File: config.mk
export PLATFORM = sky130hd
export DESIGN_NAME = pcc_top
export DESIGN_NICKNAME = d
export VERILOG_FILES = /design/src/rtl/pcc_pkg.sv /design/src/rtl/pcc_event_gen.sv /design/src/rtl/pcc_count_core.sv /design/src/rtl/pcc_flag_bank.sv /design/src/rtl/pcc_top.sv
export SDC_FILE = /design/constraint.sdc
export NUM_CORES = 1
export LEC_CHECK = 0
export BUFFER_PORTS_ARGS = -buffer_cell sky130_fd_sc_hd__buf_2
export CAP_MARGIN = 20
export CORE_ASPECT_RATIO = 1.75
export CORE_UTILIZATION = 53
export CTS_BUF_LIST = sky130_fd_sc_hd__clkbuf_16
export CTS_CLUSTER_SIZE = 30
export DETAILED_ROUTE_END_ITERATION = 7
export PLACE_DENSITY_LB_ADDON = 0.08
export SLEW_MARGIN = 0
export SYNTH_ARGS = -nofsm -noshare
export SYNTH_HDL_FRONTEND = slang
export SYNTH_SLANG_ARGS = --single-unit
File: constraint.sdc
create_clock -name clk -period 5.1 [get_ports clk]
set_input_delay 0.255 -clock clk [delete_from_list [all_inputs] [get_ports clk]]
set_output_delay 0.255 -clock clk [all_outputs]
set_load 0.005 [all_outputs]
File: src/rtl/pcc_pkg.sv
package pcc_pkg;
  localparam int unsigned PCC_CNT_W  = 24;
  localparam int unsigned PCC_STD_W  = 16;
  localparam int unsigned PCC_CTRL_W = 16;
  localparam int unsigned PCC_STAT_W = 8;

  // control word bit positions
  localparam int unsigned CB_PRESET  = 15;
  localparam int unsigned CB_CLEAR   = 14;
  localparam int unsigned CB_GATE    = 13;
  localparam int unsigned CB_DIR     = 12;
  localparam int unsigned CB_FLAGCLR = 11;
  localparam int unsigned CB_WIDE    = 9;
  localparam int unsigned CB_QUAD    = 8;

  // flag positions inside the status word
  localparam int unsigned FLAG_N  = 3;
  localparam int unsigned FB_ZERO = 0;
  localparam int unsigned FB_LIM  = 1;
  localparam int unsigned FB_MAX  = 2;

  typedef struct packed {
    logic fire;
    logic up;
  } step_t;

  // 4x decode of one quadrature transition; forward order of {A,B}: 00,10,11,01
  function automatic step_t quad_step(input logic [1:0] prev, input logic [1:0] cur);
    step_t s;
    s.fire = 1'b0;
    s.up   = 1'b0;
    case ({prev, cur})
      4'b0010, 4'b1011, 4'b1101, 4'b0100: begin s.fire = 1'b1; s.up = 1'b1; end
      4'b0001, 4'b0111, 4'b1110, 4'b1000: begin s.fire = 1'b1; s.up = 1'b0; end
      default: ;
    endcase
    return s;
  endfunction
endpackage

File: src/rtl/pcc_event_gen.sv
module pcc_event_gen
  import pcc_pkg::*;
(
  input  logic clk,
  input  logic rst_n,
  input  logic quad_mode,
  input  logic dir_inv,
  input  logic gate_en,
  input  logic gate_in,
  input  logic pulse_in,
  input  logic quad_a,
  input  logic quad_b,
  output logic evt_fire,
  output logic evt_up
);
  logic       pulse_q;
  logic [1:0] ab_q;
  step_t      qs;
  logic       pulse_rise;
  logic       raw_fire;
  logic       raw_up;
  logic       gate_open;

  always_ff @(posedge clk) begin
    if (!rst_n) begin
      pulse_q <= 1'b0;
      ab_q    <= 2'b00;
    end else begin
      pulse_q <= pulse_in;
      ab_q    <= {quad_a, quad_b};
    end
  end

  always_comb begin
    qs         = quad_step(ab_q, {quad_a, quad_b});
    pulse_rise = pulse_in & ~pulse_q;
    if (quad_mode) begin
      raw_fire = qs.fire;
      raw_up   = qs.up ^ dir_inv;
    end else begin
      raw_fire = pulse_rise;
      raw_up   = ~dir_inv;
    end
    gate_open = ~gate_en | gate_in;
    evt_fire  = raw_fire & gate_open;
    evt_up    = raw_up;
  end
endmodule

File: src/rtl/pcc_count_core.sv
module pcc_count_core #(
  parameter int unsigned CNT_W = 24,
  parameter int unsigned STD_W = 16
) (
  input  logic             clk,
  input  logic             rst_n,
  input  logic             clear,
  input  logic             load,
  input  logic             wide,
  input  logic             evt_fire,
  input  logic             evt_up,
  input  logic [CNT_W-1:0] preset_val,
  input  logic [CNT_W-1:0] limit_val,
  output logic [CNT_W-1:0] count_q,
  output logic [CNT_W-1:0] count_vis,
  output logic             hit_max,
  output logic             hit_lim,
  output logic             hit_zero
);
  localparam int unsigned EXT_W = CNT_W - STD_W;

  function automatic logic [CNT_W-1:0] mask_of(input logic w);
    return w ? {CNT_W{1'b1}} : {{EXT_W{1'b0}}, {STD_W{1'b1}}};
  endfunction

  function automatic logic [CNT_W-1:0] next_of(input logic [CNT_W-1:0] c,
                                               input logic up,
                                               input logic [CNT_W-1:0] m);
    return up ? ((c + 1'b1) & m) : ((c - 1'b1) & m);
  endfunction

  logic [CNT_W-1:0] mask;
  logic [CNT_W-1:0] cur;
  logic [CNT_W-1:0] nxt;
  logic [CNT_W-1:0] lim;
  logic             live;

  always_comb begin
    mask      = mask_of(wide);
    cur       = count_q & mask;
    nxt       = next_of(cur, evt_up, mask);
    lim       = limit_val & mask;
    live      = evt_fire & ~clear & ~load;
    hit_max   = live & (evt_up ? (cur == mask) : (cur == '0));
    hit_lim   = live & (cur == lim);
    hit_zero  = live & (nxt == '0);
    count_vis = cur;
  end

  always_ff @(posedge clk) begin
    if (!rst_n)     count_q <= '0;
    else if (clear) count_q <= '0;
    else if (load)  count_q <= preset_val & mask;
    else if (live)  count_q <= nxt;
  end
endmodule

File: src/rtl/pcc_flag_bank.sv
module pcc_flag_bank #(
  parameter int unsigned N = 3
) (
  input  logic         clk,
  input  logic         rst_n,
  input  logic         clear_all,
  input  logic         clear_soft,
  input  logic [N-1:0] set_hit,
  output logic [N-1:0] flag_q
);
  for (genvar i = 0; i < N; i++) begin : g_flag
    always_ff @(posedge clk) begin
      if (!rst_n)          flag_q[i] <= 1'b0;
      else if (clear_all)  flag_q[i] <= 1'b0;
      else if (set_hit[i]) flag_q[i] <= 1'b1;
      else if (clear_soft) flag_q[i] <= 1'b0;
    end
  end
endmodule

File: src/rtl/pcc_top.sv
module pcc_top
  import pcc_pkg::*;
#(
  parameter int unsigned CNT_W  = PCC_CNT_W,
  parameter int unsigned STD_W  = PCC_STD_W,
  parameter int unsigned CTRL_W = PCC_CTRL_W,
  parameter int unsigned STAT_W = PCC_STAT_W
) (
  input  logic              clk,
  input  logic              rst_n,
  input  logic [CTRL_W-1:0] ctrl_word,
  input  logic [CNT_W-1:0]  preset_val,
  input  logic [CNT_W-1:0]  limit_val,
  input  logic              pulse_in,
  input  logic              quad_a,
  input  logic              quad_b,
  input  logic              gate_in,
  output logic [CNT_W-1:0]  count_out,
  output logic [STAT_W-1:0] status_out
);
  logic              evt_fire;
  logic              evt_up;
  logic [CNT_W-1:0]  count_q;
  logic              hit_max;
  logic              hit_lim;
  logic              hit_zero;
  logic [FLAG_N-1:0] set_hit;
  logic [FLAG_N-1:0] flag_q;

  pcc_event_gen u_evt (
    .clk      (clk),
    .rst_n    (rst_n),
    .quad_mode(ctrl_word[CB_QUAD]),
    .dir_inv  (ctrl_word[CB_DIR]),
    .gate_en  (ctrl_word[CB_GATE]),
    .gate_in  (gate_in),
    .pulse_in (pulse_in),
    .quad_a   (quad_a),
    .quad_b   (quad_b),
    .evt_fire (evt_fire),
    .evt_up   (evt_up)
  );

  pcc_count_core #(.CNT_W(CNT_W), .STD_W(STD_W)) u_core (
    .clk       (clk),
    .rst_n     (rst_n),
    .clear     (ctrl_word[CB_CLEAR]),
    .load      (ctrl_word[CB_PRESET]),
    .wide      (ctrl_word[CB_WIDE]),
    .evt_fire  (evt_fire),
    .evt_up    (evt_up),
    .preset_val(preset_val),
    .limit_val (limit_val),
    .count_q   (count_q),
    .count_vis (count_out),
    .hit_max   (hit_max),
    .hit_lim   (hit_lim),
    .hit_zero  (hit_zero)
  );

  always_comb begin
    set_hit           = '0;
    set_hit[FB_MAX]   = hit_max;
    set_hit[FB_LIM]   = hit_lim;
    set_hit[FB_ZERO]  = hit_zero;
  end

  pcc_flag_bank #(.N(FLAG_N)) u_flags (
    .clk       (clk),
    .rst_n     (rst_n),
    .clear_all (ctrl_word[CB_CLEAR]),
    .clear_soft(ctrl_word[CB_FLAGCLR]),
    .set_hit   (set_hit),
    .flag_q    (flag_q)
  );

  for (genvar s = 0; s < STAT_W; s++) begin : g_stat
    if (s < FLAG_N) begin : g_flagbit
      assign status_out[s] = flag_q[s];
    end else begin : g_pad
      assign status_out[s] = 1'b0;
    end
  end
endmodule

==> summary.txt, run 1 <==
STA
  – TNS Setup: 0 ps
  – Final worst path period share: 86.9%
  – Relative slew slack: about a third
  – Unrepaired setup endpoints after global routing: false
  – Slew Limit Fails: 0
  – Hold Fails Final Rpt: 0
  – Post-route setup slack: roughly 670 ps
  – Final number of setup-violating endpoints: 0
  – Hold Slack: approximately 190 ps
  – Clock skew: between 5 and 6 ps
  – Fmax: ~230 MHz
  – Fin crit period: roughly 4400 ps
  – Slew @ Worst Pin: just under 1000 ps

Cells and area
  – Most frequent cells in the layout: buf_2, nor2_1, nand2_1
  – Commonest non-fill, non-tap cell in the layout: buf_2
  – Antenna fix cells: 0
  – Layout area overhead: 11.6%
  – FILL cells: between 600 and 700
  – Final instance area: between 3000 and 4000 um2
  – Share of cells above drive strength 1: 22.4%
  – Final #Nets: ~600

Floorplan
  – Core Footprint: about 6200 um2
  – Starting Density: 55.1%
  – Ports: slightly above 100
  – Overall die height: 108 um
  – Die Wd: roughly 63 um
  – Rows: 38
  – Die area: between 6000 and 7000 um2

Clocking
  – CTS root buffer: clkbuf_16
  – CTS hold repair buffers: 0
  – Clock Path Buffers: 2
  – # resized after CTS: 0
  – Post-CTS setup buffer count: 0
  – Skew-Pair Late Insertion Delay: around 280 ps
  – CTS clock-pin slew for the worst setup and hold paths: 60 ps
  – CTS Sinks: 30
  – CTS tree: done
  – H-tree Lvls: 2
  – CTS buffer count: 5

Job
  – Max-cap viol count: 0

Routing
  – WL final: between 10000 and 15000 um
  – # DRC: 0
  – ANT nets after route: 0
  – Routed via count: 3543
  – Routed metal-1 wire length: 3700 um
  – WL/cell: 17.5 um
  – Top Metal Used: met4
  – WL met3: 454 um
  – TritonRoute pass-1 iters: 4
  – Detailed Route Iter0 Violations: between 200 and 300
  – Wire length on met2: about 5800 um
  – DR vias/cell: between 5 and 6

GRT
  – GRT overflow: 0
  – Total GRT Usage: approximately a third
  – Largest net degree at the start of global routing: 45
  – Vias in the first global route: approximately 3400
  – First-pass GRT wire length: around 16000 um
  – Initial antenna violation count: 0

Setup path
  – Data arrival, critical path: 4550 ps
  – Startpoint Class: flip-flop
  – Critical Path RT: approximately 5200 ps
  – Critical Path Fanout Max: 28
  – CP Capture Type: flip-flop
  – Critical path type: reg2reg

Outcome
  – Status: finished, final reports clean

Place
  – Port Buffer Count: 87
  – Gp weighted congestion: 0.906
  – Placed Area: around 3700 um2
  – Setup WS pre-CTS: 662 ps
  – Detailed placement HPWL: about 8000 um

Pwr
  – VDD IR max: about 0.00016 V
  – Pleak: about 1.7 nW
  – Power density cells: between 200 and 250 nW/um2

Yosys
  – Post-synthesis sequential area ratio: about 18%
  – Post-Syn Area per Cell: 7.20 um2
  – Synth Cell Area: 3430 um2
  – Post-synth ARST share: 0%
  – #FFs+latches synth: 30
  – Syn Inst Count: 476
  – Post-synth cell types: 67
  – Area contributors post-synth: dfxtp_1, xnor2_1, a21oi_1
  – Main synth FF type: dfxtp_1
  – Area leader, netlist: dfxtp_1
  – Yosys warnings: 0
  – Post-synth EDFFs: 0
  – Area share of the largest cell type after synthesis: 17.5%

Min path
  – Hold/Removal Path Class: in2reg
stage by stage:
step,instances,power [W],util [%]
4_1_cts,601,0.000910,61.2
5_1_grt,602,0.000959,61.5
3_3_place_gp,593,0.000609,59.0
2_1_floorplan,480,0.000532,-
3_5_place_dp,593,0.000614,59.0
6_report,602,0.000914,61.5
final cells by class:
type,instances,area (um2),share of cell area (%)
sequential,30,601,15.7
clock inverter,3,16.3,0.425
timing repair buffer,88,450,11.8
multi-input combinational,386,2500,65.2
tap,80,100,2.61
inverter,10,40.0,1.05
clock buffer,5,125,3.27
routing by layer:
layer  GRT usage, %  vias to the layer above
met5              0                        -
li1               -                     1737
met3           4.75                       39
met2           59.2                      133
met4           21.4                        0
met1           31.2                     1634
flip-flops by register name, summed over array words and instances, names as in the netlist:
signal,cells
u_core.count_q,24
u_evt.ab_q,2
u_evt.pulse_q,1
u_flags.flag_q,3
final timing paths:
check                         start                  to  slack [ps]  cells past startpoint
setup reg to reg      u_evt.ab_q[1]  u_core.count_q[23]         670                     16
hold reg to reg   u_flags.flag_q[2]   u_flags.flag_q[2]         460                      2
setup / recovery      u_evt.ab_q[1]  u_core.count_q[23]         670                     16
hold / removal             pulse_in       u_evt.pulse_q         190                      2
power by group:
part,internal [W],switching (W)
registers,0.000244,0.0000222
clock network,0.000178,0.000119
logic,0.000143,0.000208
total,0.000565,0.000349
Yosys cell counts, types with 10 or more instances:
cell       n
a21oi_1   40
buf_2     12
buf_4     23
clkbuf_1  17
dfxtp_1   30
ha_1      10
nand2_1   47
nand3_1   17
nand4_1   14
nor2_1    50
nor3_1    13
o21ai_0   19
xnor2_1   40
xor2_1    15
critical path, cell delays in order, from the launching register on:
cell	delay, ps
dfxtp_1	350
xor2_2	290
o21ai_4	110
xor2_4	670
inv_4	290
ha_1	580
a21oi_1	140
nor2_1	120
nor2_1	70
o21a_1	100
a31oi_1	290
a31o_2	260
o221ai_1	130
a21oi_1	240
mux2_2	390
a21oi_1	130
a211oi_1	70
kinds of logic (layout without fill, tap and decap cells):
| kind of cell | Yosys count | after routing | share of synthesized area (%) |
|---|---|---|---|
| other cells | 1 | 5 | 0.109 |
| simple gates | 193 | 193 | 28.3 |
| compound gates | 110 | 110 | 21.1 |
| xor+xnor | 58 | 58 | 15.8 |
| mux | 10 | 10 | 3.36 |
| buf+inv | 64 | 106 | 10.3 |
| fa+ha+maj | 10 | 10 | 3.65 |
| flops | 30 | 30 | 17.5 |
No activity file was read; power rests on OpenSTA's default activity.
==> run 2: changes to the inputs <==
- CORE_ASPECT_RATIO: 1.75 -> 1.2
- CORE_UTILIZATION: 53 -> 55
- clock period: 5.1 -> 5.7 ns (I/O delays scaled with it)
==> run 2 against run 1 <==
Against the previous run:
- clock power decreased by 14%
- register-to-register slack improved by 580 ps
- first-iteration DRC count grew 17%
- die area down 3.7%
- utilization up 2.1 points
- sequential share of layout area about the same
- final cell count increased by 0.33%
- critical path depth unchanged
- design area is 0.23% lower
- via count down 0.54%
- sequential cell count is the same
- largest power group unchanged
==> summary.txt, run 2 (same netlist as run 1, synthesis figures left out) <==
Clocking
  – CTS clock-pin slew for the worst setup and hold paths: around 50 ps
  – H-tree Lvls: 2
  – CTS buffer count: 5
  – CTS tree: done
  – # resized after CTS: 0
  – CTS hold repair buffers: 0
  – Post-CTS setup buffer count: 0
  – Clock Path Buffers: 2
  – CTS Sinks: 30
  – Skew-Pair Late Insertion Delay: around 270 ps
  – CTS root buffer: clkbuf_16

STA
  – Slew Limit Fails: 0
  – Hold Fails Final Rpt: 0
  – Fmax: approximately 220 MHz
  – Slew @ Worst Pin: between 1000 and 1500 ps
  – Fin crit period: around 4400 ps
  – Relative slew slack: between 30 and 40%
  – Hold Slack: around 240 ps
  – Final worst path period share: about four fifths
  – Clock skew: 4.39 ps
  – Unrepaired setup endpoints after global routing: false
  – Final number of setup-violating endpoints: 0
  – TNS Setup: 0 ps

Floorplan
  – Ports: around 100
  – Rows: 31
  – Die area: around 6600 um2
  – Die Wd: about 74 um
  – Starting Density: around 57%
  – Overall die height: approximately 89 um
  – Core Footprint: between 6000 and 7000 um2

GRT
  – Initial antenna violation count: 0
  – First-pass GRT wire length: between 10000 and 15000 um
  – Total GRT Usage: between 20 and 30%
  – Vias in the first global route: just over 3000
  – GRT overflow: 0
  – Largest net degree at the start of global routing: 45

Cells and area
  – Largest register FFs: 24
  – Commonest non-fill, non-tap cell in the layout: buf_2
  – Regs by FF count: u_core.count_q x24, u_flags.flag_q x3, u_evt.ab_q x2
  – Final #Nets: roughly 600
  – Antenna fix cells: 0
  – Share of cells above drive strength 1: 22.2%
  – FF+latch area: ~600 um2
  – Area of the multi-input gates: 2490 um2
  – Layout Utilization: 63.5%
  – Most frequent cells in the layout: buf_2, nor2_1, nand2_1
  – FILL cells: around 550
  – Top reg by flops: u_core.count_q
  – Layout area overhead: 11.4%

Setup path
  – CP Capture Type: flip-flop
  – Data arrival, critical path: ~4600 ps
  – Critical Path Fanout Max: 28
  – Critical path type: reg2reg
  – Startpoint Class: flip-flop
  – Critical Path RT: roughly 5800 ps

Pwr
  – Psw: a little under 0.0003 W
  – Internal power: between 0.0005 and 0.0006 W
  – VDD IR max: around 0.00014 V
  – Fraction of power spent switching nets: 37.0%
  – Power density cells: between 200 and 250 nW/um2
  – Logic pwr share: around 39%
  – Sequential Power Share: 29.6%
  – Clock power frac: between 30% and 40%
  – Pleak: 1.67 nW

Routing
  – WL/cell: approximately 16 um
  – TritonRoute pass-1 iters: 5
  – # DRC: 0
  – WL final: about 9400 um
  – Routed via count: roughly 3500
  – DR vias/cell: between 5 and 6
  – ANT nets after route: 0
  – Detailed Route Iter0 Violations: ~310

Outcome
  – Status: finished, final reports clean

Place
  – Gp weighted congestion: roughly 0.94
  – Port Buffer Count: 87
  – Detailed placement HPWL: around 7000 um

Job
  – Max-cap viol count: 0

Min path
  – Hold/Removal Path Class: in2reg
## run 2: cell counts in the layout (fill, tap and decap cells not counted)
No cell type changed its count.
## run 2: metal layers
layer / GRT usage, % / wire length [um] / vias to the layer above
met4: 12.9 / 326 / 0
met3: 3.99 / 590 / 28
li1: - / - / 1732
met1: 36.7 / 3820 / 1621
met5: 0 / 0 / -
met2: 49.3 / 4630 / 143
## run 2: cell type report
type | count | share of cell area [%]
multi-input cells | 386 | 65.2
repair buffers | 88 | 11.6
flip-flops and latches | 30 | 15.7
well taps | 82 | 2.69
clock inverters | 3 | 0.426
clock buffers | 5 | 3.28
inverters | 10 | 1.05
## run 2: power groups by stage
| stage | Clock (W) | Sequential [W] | Combinational [W] |
|---|---|---|---|
| after CTS | 0.000259 | 0.000237 | 0.000305 |
| after detailed placement | 0 | 0.000242 | 0.000303 |
| final | 0.000255 | 0.000238 | 0.000309 |
| after global routing | 0.000269 | 0.000239 | 0.000340 |
| after global placement | 0 | 0.000241 | 0.000299 |
| after floorplan | 0 | 0.000229 | 0.000248 |
## run 2: final timing paths
path                            slack [ps]  depth (start not counted)         startpoint                  to
worst max-delay path                  1250                         16      u_evt.ab_q[0]  u_core.count_q[18]
worst min-delay path                   240                          2           pulse_in       u_evt.pulse_q
worst min register to register         460                          2  u_flags.flag_q[2]   u_flags.flag_q[2]
worst max register to register        1250                         16      u_evt.ab_q[0]  u_core.count_q[18]
## run 2: through the flow
step	std cells	setup slack, ps	power (W)	cell area (um2)
floorplan	480	1980	0.000476	3440
global placement	596	1290	0.000541	3680
detailed placement	596	1190	0.000545	3680
CTS	604	1290	0.000802	3820
global route	604	953	0.000847	3820
finish	604	1250	0.000801	3820
## run 2: critical path: stages, from the launching register on
cell	delay, ps
dfxtp_1	320
xnor2_2	300
o21ai_4	140
xor2_4	700
inv_4	300
ha_1	550
o211ai_1	190
nor4_1	280
a211oi_1	110
o21ai_0	220
a21o_1	200
mux2_2	390
a21o_1	180
a21oi_1	130
nor2_1	50
a31oi_1	160
nor2_1	60
